`config.mk`:
```
export PLATFORM = sky130hd
export DESIGN_NAME = flash_spi_host
export DESIGN_NICKNAME = d
export VERILOG_FILES = /design/src/rtl/flash_spi_pkg.sv /design/src/rtl/fsh_fifo.sv /design/src/rtl/fsh_shift_engine.sv /design/src/rtl/fsh_regs.sv /design/src/rtl/flash_spi_host.sv
export SDC_FILE = /design/constraint.sdc
export NUM_CORES = 1
export LEC_CHECK = 0
export CORE_ASPECT_RATIO = 1.2
export CORE_MARGIN = 10
export CORE_UTILIZATION = 37
export DETAILED_ROUTE_END_ITERATION = 8
export PLACE_DENSITY_LB_ADDON = 0.15
export SETUP_SLACK_MARGIN = 0.05
export SLEW_MARGIN = 20
export SYNTH_ARGS = -nofsm -noshare
export SYNTH_HDL_FRONTEND = slang
export SYNTH_HIERARCHICAL = 1
export SYNTH_SLANG_ARGS = --single-unit
```
`constraint.sdc`:
```
create_clock -name clk -period 2.74 [get_ports clk]
set_input_delay 0.685 -clock clk [delete_from_list [all_inputs] [get_ports clk]]
set_output_delay 0.685 -clock clk [all_outputs]
set_load 0.02 [all_outputs]
```
`src/rtl/flash_spi_pkg.sv`:
```
package flash_spi_pkg;
  localparam int REG_W = 32;
  localparam int LEN_W = 5;
  localparam int AW    = 6;

  localparam logic [AW-1:0] OFS_CMD  = 6'h00;
  localparam logic [AW-1:0] OFS_STAT = 6'h04;
  localparam logic [AW-1:0] OFS_TXQ  = 6'h10;
  localparam logic [AW-1:0] OFS_RXQ  = 6'h20;

  // command word bit positions
  localparam int C_GO    = 30;
  localparam int C_CPOL  = 26;
  localparam int C_CPHA  = 18;
  localparam int C_TXEN  = 15;
  localparam int C_RXEN  = 14;
  localparam int C_CSVAL = 13;
  localparam int C_CSSW  = 12;

  // status word bit positions
  localparam int S_BUSY  = 31;
  localparam int S_RDY   = 30;
  localparam int S_RXFL  = 29;
  localparam int S_TXFL  = 28;
  localparam int S_UNR   = 27;
  localparam int S_OVF   = 26;

  typedef struct packed {
    logic [LEN_W-1:0] len_m1;
    logic             cpol;
    logic             cpha;
    logic             tx_en;
    logic             rx_en;
  } xfer_cfg_t;
endpackage

```
`src/rtl/fsh_fifo.sv`:
```
module fsh_fifo #(
  parameter int WIDTH = 32,
  parameter int DEPTH = 4
) (
  input  logic             clk,
  input  logic             rst_n,
  input  logic             flush,
  input  logic             in_valid,
  output logic             in_ready,
  input  logic [WIDTH-1:0] in_data,
  output logic             out_valid,
  input  logic             out_ready,
  output logic [WIDTH-1:0] out_data
);
  localparam int PW = (DEPTH > 1) ? $clog2(DEPTH) : 1;
  localparam int CW = $clog2(DEPTH + 1);

  logic [WIDTH-1:0] mem [DEPTH];
  logic [PW-1:0]    wp, rp;
  logic [CW-1:0]    cnt;
  logic             push, pop;

  assign in_ready  = (cnt != CW'(DEPTH));
  assign out_valid = (cnt != '0);
  assign out_data  = mem[rp];
  assign push      = in_valid && in_ready;
  assign pop       = out_valid && out_ready;

  function automatic logic [PW-1:0] bump(input logic [PW-1:0] p);
    return (p == PW'(DEPTH - 1)) ? '0 : p + 1'b1;
  endfunction

  always_ff @(posedge clk or negedge rst_n) begin
    if (!rst_n) begin
      wp  <= '0;
      rp  <= '0;
      cnt <= '0;
    end else if (flush) begin
      wp  <= '0;
      rp  <= '0;
      cnt <= '0;
    end else begin
      if (push) wp <= bump(wp);
      if (pop)  rp <= bump(rp);
      cnt <= cnt + CW'(push) - CW'(pop);
    end
  end

  always_ff @(posedge clk) begin
    if (push && !flush) mem[wp] <= in_data;
  end
endmodule

```
`src/rtl/fsh_shift_engine.sv`:
```
module fsh_shift_engine
  import flash_spi_pkg::*;
#(
  parameter int SCK_DIV = 4
) (
  input  logic             clk,
  input  logic             rst_n,
  input  logic             start,
  input  xfer_cfg_t        cfg,
  input  logic [REG_W-1:0] tx_word,
  output logic             busy,
  output logic             done,
  output logic [REG_W-1:0] rx_word,
  output logic             rx_keep,
  output logic             sck,
  output logic             mosi,
  input  logic             miso
);
  localparam int HALF = (SCK_DIV < 2) ? 1 : SCK_DIV / 2;
  localparam int HCW  = $clog2(HALF + 1);
  localparam int ECW  = LEN_W + 2;

  logic [HCW-1:0]   hc;
  logic [ECW-1:0]   edges, taken, last_edge;
  logic [REG_W-1:0] sh_out, sh_in;
  logic             cpha_q, rxen_q;
  logic             tick, leading, sample_now;

  assign tick       = busy && (hc == HCW'(HALF - 1));
  assign leading    = ~edges[0];
  assign sample_now = leading ^ cpha_q;
  assign mosi       = sh_out[REG_W-1];
  assign rx_word    = sh_in;
  assign rx_keep    = rxen_q;

  always_ff @(posedge clk or negedge rst_n) begin
    if (!rst_n) begin
      busy      <= 1'b0;
      done      <= 1'b0;
      hc        <= '0;
      edges     <= '0;
      taken     <= '0;
      last_edge <= '0;
      sh_out    <= '0;
      sh_in     <= '0;
      sck       <= 1'b0;
      cpha_q    <= 1'b0;
      rxen_q    <= 1'b0;
    end else begin
      done <= 1'b0;
      if (!busy) begin
        sck <= cfg.cpol;
        if (start) begin
          busy      <= 1'b1;
          hc        <= '0;
          edges     <= '0;
          taken     <= '0;
          last_edge <= ECW'({cfg.len_m1, 1'b1});
          sh_out    <= cfg.tx_en ? (tx_word << (LEN_W'(REG_W - 1) - cfg.len_m1)) : '0;
          sh_in     <= '0;
          cpha_q    <= cfg.cpha;
          rxen_q    <= cfg.rx_en;
        end
      end else if (tick) begin
        hc    <= '0;
        sck   <= ~sck;
        edges <= edges + 1'b1;
        if (sample_now) begin
          sh_in <= {sh_in[REG_W-2:0], miso};
          taken <= taken + 1'b1;
        end else if (taken != '0) begin
          sh_out <= sh_out << 1;
        end
        if (edges == last_edge) begin
          busy <= 1'b0;
          done <= 1'b1;
        end
      end else begin
        hc <= hc + 1'b1;
      end
    end
  end
endmodule

```
`src/rtl/fsh_regs.sv`:
```
module fsh_regs
  import flash_spi_pkg::*;
(
  input  logic             clk,
  input  logic             rst_n,
  input  logic             bus_wr,
  input  logic             bus_rd,
  input  logic [AW-1:0]    bus_addr,
  input  logic [REG_W-1:0] bus_wdata,
  output logic [REG_W-1:0] bus_rdata,
  input  logic             busy,
  input  logic             done,
  input  logic             tx_space,
  input  logic             tx_avail,
  input  logic             rx_space,
  input  logic             rx_avail,
  input  logic [REG_W-1:0] rx_head,
  output xfer_cfg_t        cfg,
  output logic             start,
  output logic             go_pend,
  output logic             rdy,
  output logic             cs_soft,
  output logic             cs_val,
  output logic             tx_push,
  output logic             rx_pop,
  output logic             tx_flush,
  output logic             rx_flush
);
  logic [REG_W-1:0] cmd_q;
  logic             go_q, rdy_q, ovf_q, unr_q;
  logic             wr_cmd, wr_stat, wr_tx, rd_rx;

  assign wr_cmd  = bus_wr && (bus_addr == OFS_CMD);
  assign wr_stat = bus_wr && (bus_addr == OFS_STAT);
  assign wr_tx   = bus_wr && (bus_addr == OFS_TXQ);
  assign rd_rx   = bus_rd && (bus_addr == OFS_RXQ);

  always_comb begin
    cfg.len_m1 = cmd_q[LEN_W-1:0];
    cfg.cpol   = cmd_q[C_CPOL];
    cfg.cpha   = cmd_q[C_CPHA];
    cfg.tx_en  = cmd_q[C_TXEN];
    cfg.rx_en  = cmd_q[C_RXEN];
  end

  assign start    = go_q && !busy && (!cmd_q[C_TXEN] || tx_avail);
  assign go_pend  = go_q;
  assign rdy      = rdy_q;
  assign cs_soft  = cmd_q[C_CSSW];
  assign cs_val   = cmd_q[C_CSVAL];
  assign tx_push  = wr_tx;
  assign rx_pop   = rd_rx;
  assign tx_flush = wr_stat && bus_wdata[S_TXFL];
  assign rx_flush = wr_stat && bus_wdata[S_RXFL];

  always_ff @(posedge clk or negedge rst_n) begin
    if (!rst_n) begin
      cmd_q <= '0;
      go_q  <= 1'b0;
      rdy_q <= 1'b0;
      ovf_q <= 1'b0;
      unr_q <= 1'b0;
    end else begin
      if (wr_cmd) cmd_q <= bus_wdata & ~(REG_W'(1) << C_GO);
      go_q  <= (go_q && !start) || (wr_cmd && bus_wdata[C_GO]);
      rdy_q <= (rdy_q && !(wr_stat && bus_wdata[S_RDY])) || done;
      ovf_q <= (ovf_q && !(wr_stat && bus_wdata[S_OVF])) || (wr_tx && !tx_space);
      unr_q <= (unr_q && !(wr_stat && bus_wdata[S_UNR])) || (rd_rx && !rx_avail);
    end
  end

  always_comb begin
    bus_rdata = '0;
    unique case (bus_addr)
      OFS_CMD:  bus_rdata = cmd_q | (REG_W'(go_q) << C_GO);
      OFS_STAT: bus_rdata = {busy, rdy_q, 1'b0, 1'b0, unr_q, ovf_q,
                             !rx_avail, !rx_space, !tx_avail, !tx_space, 22'd0};
      OFS_RXQ:  bus_rdata = rx_avail ? rx_head : '0;
      default:  bus_rdata = '0;
    endcase
  end
endmodule

```
`src/rtl/flash_spi_host.sv`:
```
module flash_spi_host
  import flash_spi_pkg::*;
#(
  parameter int SCK_DIV    = 4,
  parameter int FIFO_DEPTH = 4
) (
  input  logic             clk,
  input  logic             rst_n,
  input  logic             bus_wr,
  input  logic             bus_rd,
  input  logic [AW-1:0]    bus_addr,
  input  logic [REG_W-1:0] bus_wdata,
  output logic [REG_W-1:0] bus_rdata,
  output logic             spi_sck,
  output logic             spi_mosi,
  input  logic             spi_miso,
  output logic             spi_cs_n
);
  xfer_cfg_t        cfg;
  logic             start, go_pend, rdy_flag, cs_soft, cs_val;
  logic             tx_push, rx_pop, tx_flush, rx_flush;
  logic             tx_space, tx_avail, rx_space, rx_avail;
  logic             tx_full, tx_empty, rx_full, rx_empty;
  logic             eng_busy, eng_done, eng_rx_keep;
  logic [REG_W-1:0] tx_head, rx_head, eng_rx_word;

  assign tx_full  = !tx_space;
  assign tx_empty = !tx_avail;
  assign rx_full  = !rx_space;
  assign rx_empty = !rx_avail;
  assign spi_cs_n = cs_soft ? ~cs_val : ~eng_busy;

  fsh_regs u_regs (
    .clk, .rst_n, .bus_wr, .bus_rd, .bus_addr, .bus_wdata, .bus_rdata,
    .busy(eng_busy), .done(eng_done),
    .tx_space, .tx_avail, .rx_space, .rx_avail, .rx_head,
    .cfg, .start, .go_pend, .rdy(rdy_flag), .cs_soft, .cs_val,
    .tx_push, .rx_pop, .tx_flush, .rx_flush
  );

  fsh_fifo #(.WIDTH(REG_W), .DEPTH(FIFO_DEPTH)) u_txq (
    .clk, .rst_n, .flush(tx_flush),
    .in_valid(tx_push), .in_ready(tx_space), .in_data(bus_wdata),
    .out_valid(tx_avail), .out_ready(start && cfg.tx_en), .out_data(tx_head)
  );

  fsh_fifo #(.WIDTH(REG_W), .DEPTH(FIFO_DEPTH)) u_rxq (
    .clk, .rst_n, .flush(rx_flush),
    .in_valid(eng_done && eng_rx_keep), .in_ready(rx_space), .in_data(eng_rx_word),
    .out_valid(rx_avail), .out_ready(rx_pop), .out_data(rx_head)
  );

  fsh_shift_engine #(.SCK_DIV(SCK_DIV)) u_eng (
    .clk, .rst_n, .start, .cfg, .tx_word(tx_head),
    .busy(eng_busy), .done(eng_done), .rx_word(eng_rx_word), .rx_keep(eng_rx_keep),
    .sck(spi_sck), .mosi(spi_mosi), .miso(spi_miso)
  );
endmodule

```
==> metrics.txt, run 1 <==
status=finished with violations; failing checks=negative setup slack; Max-cap violations=0; Top Ports=a little under 80; Post-DRT Antenna Nets=0; core box area=0.0472 mm2; die area=between 0.05 and 0.06 mm2; final setup margin=-0.286 ns; highest clock rate=about 330 MHz; Distinct cells, synth=74; Worst-path clk slew=roughly 0.060 ns; Async SR Flop Fraction=0.354; unrepaired setup endpoints after global routing=true; most frequent CP cell=buf_12; drc violations=0; skew final=about 0.020 ns; delay of the slowest cell on the worst path=0.51 ns; Die H=about 260 um; Critical Path Source Type=flop; WP data arrival=approximately 2.3 ns; Static Leak=roughly 8.5 nW; GPL Wtd Cong=around 0.84; Tmin final=~3.0 ns; DRT Wirelength=44700 um; Setup CP Type=flop to primary output; register bit total from synthesis=between 300 and 400; Cell Area, Synth=about 0.018 mm2; Port Buffers=77; CP cell instances=buf_12, buf_12, mux4_2, a221o_2, buf_6; Initial Utilization=0.376; first-pass GRT wire length=slightly below 70000 um; Ys Warns=6; Rows=87; clk buf depth=3; sequential area share after synthesis=0.631; DR pass1 iterations=5; GRT Resource Usage Total=0.156; antenna cells=0; r2r setup slk=-0.05 ns; synth-to-layout area growth=25.3%; Syn Inst Count=about 1200; final hold vios=0; Via density=about 5.2; class of the worst hold path=primary input to asynchronous set/reset pin; Final Max Tran Viols=0; layout cells sized above 1=0.331; P per Cell Area=about 740 mW/mm2; worst-case hold slack=0.0558 ns; Final Total Pwr=around 16 mW; Num CTS Buffers=42; Required @ worst endpoint=2.06 ns; worst-path fanout max=6; largest net degree at the start of global routing=between 40 and 50; CTS tree=yes; relative slew slack=0.555; peak supply drop=around 0.00034 V; CTS Sinks=396; Via Count=10540; initial antenna violation count=1; Nets=between 1000 and 1500; GRT overflow=0; WL/cell=about 22 um; detailed placer's ending HPWL=29400 um; CTS Root Cell=clkbuf_16; Max H-tree Level=2; worst slew pin tran=roughly 0.67 ns; most frequent cells in the layout=edfxtp_1 (256), dfrtp_1 (135), nand2_1 (118); commonest non-fill, non-tap cell in the layout=edfxtp_1; vias in the first global route=about 11000; clk_lat worst skew=roughly 0.56 ns; ys flop type=edfxtp_1; initial DRC count=654; syn_area_per_cell=approximately 15 um2; Die W=about 220 um; Crit-path slowest cell=mux4_2; delay-heaviest family, CP=multiplexers; Mapped Nets=about 1200; Post-synth EDFFs=between 200 and 300; Critical path buffers and inverters=3; Util after Layout=0.471; hold_buf cts=0; Critical Path End Type=primary output; Final Setup Violations=35; fin crit share=1.10
-- Yosys cell counts, drive strengths merged (3+ instances only) --
| library cell | instances | area, um2 |
|---|---|---|
| o22a | 9 | 78.8 |
| a221o | 11 | 115 |
| o21ai | 52 | 260 |
| a21oi | 31 | 163 |
| a22oi | 4 | 35.0 |
| nand2b | 7 | 43.8 |
| and2 | 12 | 75.1 |
| mux2i | 31 | 310 |
| edfxtp | 256 | 7690 |
| ha | 17 | 213 |
| a31oi | 3 | 18.8 |
| nor2 | 56 | 210 |
| o31ai | 3 | 32.5 |
| o22ai | 8 | 50.1 |
| buf | 45 | 368 |
| inv | 25 | 93.8 |
| nor2b | 9 | 56.3 |
| and4b | 3 | 32.5 |
| nand3 | 11 | 67.6 |
| or3 | 6 | 37.5 |
| o211ai | 10 | 75.1 |
| and3 | 7 | 43.8 |
| a221oi | 9 | 78.8 |
| nor4 | 6 | 52.6 |
| nand2 | 119 | 447 |
| mux2 | 48 | 661 |
| mux4 | 89 | 2030 |
| nand3b | 3 | 22.5 |
| xnor2 | 9 | 78.8 |
| clkbuf | 36 | 136 |
| dfrtp | 140 | 3500 |
| a22o | 27 | 236 |
| xor2 | 9 | 78.8 |
| nor3 | 7 | 46.3 |
| nand4 | 9 | 56.3 |
| nor3b | 3 | 32.5 |
-- layer usage --
metal | vias to the layer above | share of wire | track usage
met5 | - | 0.00027 | 0
met1 | 5422 | 0.41 | 0.191
met3 | 76 | 0.039 | 0.0257
met2 | 196 | 0.51 | 0.269
li1 | 4844 | - | -
met4 | 2 | 0.035 | 0.0646
-- through the flow --
step                instance area [um2]  instances  setup TNS [ns]  worst slack (ns)
detailed placement                19900       1885         -114.60            -0.862
floorplan                         17800       1154               0            0.0578
global placement                  19900       1885         -111.17            -0.865
finish                            22200       2017           -6.71            -0.286
CTS                               21800       1998           -7.03            -0.323
global route                      22200       2017           -8.79            -0.333
-- worst register-to-register path, delay by kind of cell (launching register included) --
| kind | cells | cell delay [ns] |
|---|---|---|
| compound gates | 3 | 0.62 |
| buf+inv | 2 | 0.29 |
| flops | 1 | 0.47 |
| mux | 3 | 1.30 |
-- power by group --
| group | total [mW] | internal [mW] | leakage (nW) | switching, mW |
|---|---|---|---|---|
| Clock | 5.58 | 3.25 | 0.657 | 2.34 |
| Combinational | 3.46 | 1.76 | 3.72 | 1.71 |
| Sequential | 7.33 | 6.87 | 4.16 | 0.463 |
| Total | 16.4 | 11.9 | 8.53 | 4.51 |
-- state kept, by name, summed over array words and instances (netlist names), 2 cells and up --
| name | cells |
|---|---|
| u_eng/edges | 7 |
| u_eng/hc | 2 |
| u_eng/last_edge | 6 |
| u_eng/rx_word | 32 |
| u_eng/sh_out | 32 |
| u_eng/taken | 7 |
| u_regs/cmd_q | 31 |
| u_rxq/cnt | 3 |
| u_rxq/mem | 128 |
| u_rxq/rp | 2 |
| u_rxq/wp | 2 |
| u_txq/cnt | 3 |
| u_txq/mem | 128 |
| u_txq/rp | 2 |
| u_txq/wp | 2 |
-- cell type report --
class                           count  area, um2
Tap cell                          623        779
Timing Repair Buffer              245       2680
Inverter                           26       97.6
Sequential cell                   396      11200
Clock inverter                     22        194
Fill cell                        4185      25000
Multi-Input combinational cell    651       6140
Clock buffer                       54       1150
-- path summary, 6_finish.rpt --
path | cells after the start | start | endpoint
setup reg to reg | 8 | u_txq/rp[0] | u_eng/sh_out[31]
setup / recovery | 5 | u_rxq/rp[0] | bus_rdata[23]
min in group clk | 1 | u_eng/done | u_regs/rdy
hold / removal | 1 | rst_n | u_regs/cmd_q[4]
hold reg to reg | 1 | u_eng/done | u_regs/rdy
max in group asynchronous | 2 | rst_n | u_txq/rp[0]
-- what timing repair did --
action,in CTS,in global routing
pin swaps,20,20
gates cloned,4,2
hold endpoints to repair,0,0
gates resized for setup,229,62
setup endpoints to repair,45,55
setup buffers,33,19
-- logic make-up (layout without fill, tap and decap cells) --
logic type,Yosys count,count (layout),synth area share
compound gates,182,182,0.0716
xor+xnor,18,18,0.00888
fa+ha+maj,19,19,0.0142
buf+inv,107,347,0.0339
flops,396,396,0.631
mux,168,168,0.169
simple gates,264,264,0.0717
No activity file was read; power rests on OpenSTA's default activity.
==> run 2, diff against run 1 <==
==> constraint.sdc (replaced) <==
create_clock -name clk -period 2.74 [get_ports clk]
set_input_delay 0.685 -clock clk [delete_from_list [all_inputs] [get_ports clk]]
set_output_delay 0.685 -clock clk [all_outputs]
set_load 0.05 [all_outputs]
==> metrics.txt, run 2 (synthesized netlist as in run 1, its figures left out) <==
Max-cap violations=0; final hold vios=0; CTS tree=yes; drc violations=0; largest net degree at the start of global routing=around 50; setup TNS=-7.23 ns; Via density=5.30; Nets=roughly 1400; Num CTS Buffers=43; Tmin final=about 3.0 ns; final setup margin=-0.259 ns; placed cell area=approximately 0.020 mm2; fin crit share=1.09; Top Ports=78; Static Leak=about 8.6 nW; relative slew slack=0.572; Initial Utilization=0.376; worst slew pin tran=~0.64 ns; first-pass GRT wire length=approximately 69000 um; clk buf depth=3; hold depth=1; WL/cell=22.6 um; Min-Delay Endpoint=u_regs/rdy; initial antenna violation count=1; commonest non-fill, non-tap cell in the layout=edfxtp_1; CTS Sinks=just under 400; DRT Wirelength=roughly 45000 um; Rows=just under 90; Setup CP Type=flop to primary output; Top Metal Used=met5; Critical Path End Type=primary output; skew final=roughly 0.017 ns; Inst Count DP=between 1500 and 2000; Required @ worst endpoint=2.06 ns; worst-path fanout max=6; Post-Route M1 WL=18500 um; die area=roughly 0.057 mm2; GPL Wtd Cong=0.796; Reg2Reg Depth=9; Post-DRT Antenna Nets=0; highest clock rate=333 MHz; Min-Delay Startpoint=u_eng/done; detailed placer's ending HPWL=just under 30000 um; P per Cell Area=approximately 730 mW/mm2; Placement Setup Slack=-0.532 ns; GRT overflow=0; post-route cell area=0.0225 mm2; Max H-tree Level=2; initial DRC count=roughly 700; GRT Resource Usage Total=0.160; CTS Root Cell=clkbuf_16; layout cells sized above 1=0.339; clk_lat worst skew=0.58 ns; Port Buffers=77; most frequent cells in the layout=edfxtp_1 (256), dfrtp_1 (137), nand2_1 (119); Util after Layout=0.476; peak supply drop=between 0.0003 and 0.0004 V; Final Max Tran Viols=0; met3 wire len=between 1500 and 2000 um; r2r setup slk=-0.05 ns; Via Count=about 11000; synth-to-layout area growth=26.6%; unrepaired setup endpoints after global routing=true; status=finished with violations; Die H=between 200 and 300 um; Worst-path clk slew=~0.06 ns; RR Endpoint=u_eng/sh_out[14]; Final Setup Violations=35; Critical Path Source Type=flop; class of the worst hold path=flop to flop; met2 WL post-DR=23500 um; failing checks=negative setup slack; fin cells=1995; Regs by FF count=u_rxq/mem (128), u_txq/mem (128); core box area=0.0472 mm2; vias in the first global route=approximately 11000; DR pass1 iterations=5; R2R Path Start=u_txq/rp[0]; WP data arrival=2.31 ns; Die W=220 um
[run 2: how the worst max path moves through the flow]
stage / startpoint / end / depth (start not counted)
after floorplan: u_txq/rp[0] / u_eng/sh_out[31] / 7
after global placement: bus_addr[2] / u_txq/cnt[2] / 13
after detailed placement: bus_addr[2] / u_txq/cnt[2] / 13
after CTS: u_rxq/cnt[0] / bus_rdata[30] / 5
after global routing: u_rxq/rp[0] / bus_rdata[22] / 4
final: u_rxq/cnt[0] / bus_rdata[8] / 6
[run 2: routing by layer]
layer,track usage,vias to the layer above
li1,-,4805
met3,0.0269,67
met1,0.198,5505
met4,0.0611,2
met2,0.275,190
met5,0,-
[run 2: timing repair]
item                                   4_1_cts  5_1_grt
hold buffers                                 1        0
resized for setup                           80       35
setup endpoints to repair                   44       58
buffers inserted                            16        3
pin swaps                                   28       22
endpoints found under the hold margin       24        0
cloned                                       7        1
[run 2: final cells by class]
type / instances / area (um2)
flip-flops and latches: 396 / 11200
diodes: 1 / 2.50
inverters: 26 / 97.6
repair buffers: 218 / 2690
well taps: 623 / 779
clock inverters: 18 / 174
fillers: 4139 / 24800
clock buffers: 62 / 1200
multi-input cells: 651 / 6340
[run 2: critical path, stage by stage (launching register included)]
cell and delay [ns]:
dfrtp_1 0.38, or3_4 0.39, and4b_4 0.27, buf_12 0.15, buf_16 0.14, a22o_4 0.26
buf_12 0.14
[run 2: power by group]
group	total (mW)	leakage [nW]	switching (mW)	internal, mW
Sequential	7.32	4.16	0.452	6.86
Combinational	3.39	3.79	1.75	1.64
Clock	5.65	0.657	2.39	3.26
Total	16.4	8.61	4.59	11.8
[run 2: per-stage QoR]
| stage | total power [mW] | hold slack [ns] |
|---|---|---|
| floorplan | 9.38 | 0.389 |
| global placement | 10.5 | 0.451 |
| detailed placement | 10.6 | 0.450 |
| CTS | 16.4 | 0.460 |
| global route | 17.1 | 0.484 |
| finish | 16.4 | 0.460 |
==> run 3, diff against run 2 <==
--- a/config.mk
+++ b/config.mk
@@ -5,6 +5,7 @@
 export SDC_FILE = /design/constraint.sdc
 export NUM_CORES = 1
 export LEC_CHECK = 0
+export ABC_AREA = 1
 export CORE_ASPECT_RATIO = 1.2
 export CORE_MARGIN = 10
 export CORE_UTILIZATION = 37
==> metrics.txt, run 3 <==
status=complete, no violations; worst-path fanout max=36; filler instances=between 4000 and 5000; Initial Utilization=0.372; class of the worst hold path=flop to flop; Regs by FF count=u_rxq/mem (128), u_txq/mem (128); GRT Resource Usage Total=0.167; synth-to-layout area growth=22.8%; Post-DRT Antenna Nets=0; post-route cell area=between 0.02 and 0.025 mm2; P per Cell Area=714 mW/mm2; Async SR Flop Fraction=0.354; initial DRC count=841; Util after Layout=0.458; core box area=between 0.05 and 0.06 mm2; Via Count=about 14000; R2R Path Start=u_txq/cnt[1]; CP cell instances=buf_12, o211ai_1, nand2_1, nand3_1, nand3_2, buf_12; r2r setup slk=0.25 ns; sequential area share after synthesis=0.600; Area contributors post-synth=edfxtp_1 (41%), dfrtp_1 (19%), nand2_1 (9.5%); Crit-path slowest cell=dfrtp_4; detailed placer's ending HPWL=roughly 34000 um; Required @ worst endpoint=roughly 2 ns; Mapped Nets=1994; Final Setup Violations=0; final hold vios=0; clk_lat worst skew=~0.6 ns; share of the synthesized area in the top cell type=0.412; Min-Delay Endpoint=u_regs/unr_q; mux contribution to synthesized area=0; Reg area=roughly 0.011 mm2; DR pass1 iterations=5; peak supply drop=about 0.00046 V; post-synthesis xor/xnor area fraction=0.00134; Distinct cells, synth=43; largest net degree at the start of global routing=46; GPL Wtd Cong=0.837; Cell Area, Synth=around 0.019 mm2; fin crit share=0.997; Static Leak=9.76 nW; highest clock rate=366 MHz; Die H=266 um; Critical Path End Type=primary output; Compound-Gate Fraction of Synth Area=0.104; syn_area_per_cell=between 9 and 10 um2; skew final=slightly below 0.02 ns; Rows=90; main combinational cell family by area after synthesis=simple AND/OR/NAND/NOR gates; most frequent cells in the layout=nand2_1 (432), edfxtp_1 (256), nand3_1 (249); Final Max Tran Viols=0; commonest cells in the netlist=nand2_1 (472), nand3_1 (258), edfxtp_1 (256), inv_1 (233), dfrtp_1 (140); Critical Path Source Type=flop; die area=0.0599 mm2; WP data arrival=about 2.1 ns; RR Endpoint=u_txq/cnt[2]; worst slew pin tran=about 1.1 ns; most frequent CP cell=buf_12; clk buf depth=3; Syn Inst Count=around 1900; Post-Synth Adder-Cell Area=0.0135; Max-cap violations=0; Num CTS Buffers=43; Min-Delay Startpoint=u_regs/unr_q; Top Ports=78; CTS Sinks=roughly 400; ys flop type=edfxtp_1; CTS Root Cell=clkbuf_16; Max H-tree Level=2; relative slew slack=0.281; drc violations=0; DRT Wirelength=approximately 50000 um; Worst-path clk slew=0.06 ns; WL/cell=18.5 um; antenna cells=0; first-pass GRT wire length=approximately 77000 um; layout cells sized above 1=0.153; Ys Warns=6; Post-synth EDFFs=~260; Via density=5.04; CTS tree=yes; Nets=2092; vias in the first global route=between 10000 and 15000; delay of the slowest cell on the worst path=between 0.5 and 0.6 ns; register bit total from synthesis=396; most frequent cell after synthesis=nand2_1; simple-gate area share of the yosys netlist=0.194; delay-heaviest family, CP=flip-flops; unrepaired setup endpoints after global routing=true; Reg2Reg Depth=15; Port Buffers=77; Die W=roughly 230 um; hold depth=2; Final Total Pwr=16.4 mW; Setup CP Type=flop to primary output; commonest non-fill, non-tap cell in the layout=nand2_1; Tmin final=2.73 ns; area leader, netlist=edfxtp_1; placed cell area=0.0208 mm2; initial antenna violation count=0; GRT overflow=0; Critical path buffers and inverters=2; area of the multi-input gates=0.00624 mm2
[run 3: changes by cell type after synthesis, moves of 15 or more]
cell | before | now
nand2_1 | 119 | 472
nand3_1 | 10 | 258
inv_1 | 24 | 233
mux4_2 | 83 | 0
a21oi_1 | 29 | 103
o211ai_1 | 10 | 66
o21ai_0 | 51 | 88
mux2_4 | 32 | 0
mux2i_1 | 31 | 0
a22o_1 | 27 | 0
buf_2 | 11 | 37
o22ai_1 | 8 | 33
mux2_2 | 15 | 0
[run 3: cell type report]
type	instances	share of cell area
Inverter	243	0.0398
Timing Repair Buffer	170	0.0964
Clock buffer	63	0.0577
Multi-Input combinational cell	1176	0.272
Clock inverter	17	0.0103
Tap cell	644	0.0351
Sequential cell	396	0.489
[run 3: how the worst max path moves through the flow]
stage | start | end | cells after the start | slack, ns
after floorplan | bus_addr[4] | u_txq/mem[0][0] | 9 | -0.45
after global placement | bus_addr[1] | u_txq/mem[3][18] | 7 | -0.46
after detailed placement | bus_addr[2] | u_txq/mem[3][18] | 7 | -0.47
after CTS | u_rxq/rp[0] | bus_rdata[24] | 6 | -0.06
after global routing | u_rxq/rp[0] | bus_rdata[27] | 7 | -0.1
final | u_rxq/rp[0] | bus_rdata[24] | 6 | 0.009
[run 3: through the flow]
| stage | setup WS, ns | std cells | TNS [ns] | hold slack [ns] |
|---|---|---|---|---|
| after CTS | -0.0555 | 2705 | -0.163 | 0.476 |
| after detailed placement | -0.472 | 2608 | -83.53 | 0.456 |
| after global placement | -0.456 | 2608 | -79.22 | 0.452 |
| final | 0.00945 | 2709 | 0 | 0.471 |
| after global routing | -0.0999 | 2709 | -1.14 | 0.495 |
| after floorplan | -0.450 | 1932 | -115.11 | 0.389 |
[run 3: what timing repair did]
item                                    in CTS  in global routing
pin swaps                                   12                 11
gates cloned                                 2                  0
resized for setup                           86                 33
endpoints found under the hold margin       23                  0
hold buffers                                 1                  0
endpoints found under the setup margin      32                 41
setup buffers                               15                  4
[run 3: cell families after synthesis]
family / Yosys count
AO/OA/AOI/OAI: 317
XOR/XNOR: 2
adder cells (fa/ha/maj): 19
buffers and inverters: 360
AND/OR/NAND/NOR: 838
flip-flops: 396
[run 3: per-layer routing]
metal | track usage | up-vias | part of all wire | wire [um]
met2 | 0.288 | 276 | 0.50 | 25000
met3 | 0.0306 | 77 | 0.041 | 2030
met5 | 0 | - | 0 | 0
li1 | - | 6718 | - | -
met1 | 0.202 | 6575 | 0.42 | 21200
met4 | 0.0666 | 0 | 0.036 | 1790
[run 3: worst reg2reg max path: cells and delay by family, from the launching register on]
family                   cells  cell delay, ns
buffers and inverters        4            0.22
flip-flops                   1            0.44
AND/OR/NAND/NOR              7            0.79
adder cells (fa/ha/maj)      3            0.80
AO/OA/AOI/OAI                1            0.13
[run 3: report_power, final]
part	switching [mW]	internal [mW]	total, mW	leakage, nW
registers	0.371	6.85	7.22	4.29
logic	1.86	1.12	2.97	4.71
clock network	2.49	3.68	6.17	0.759
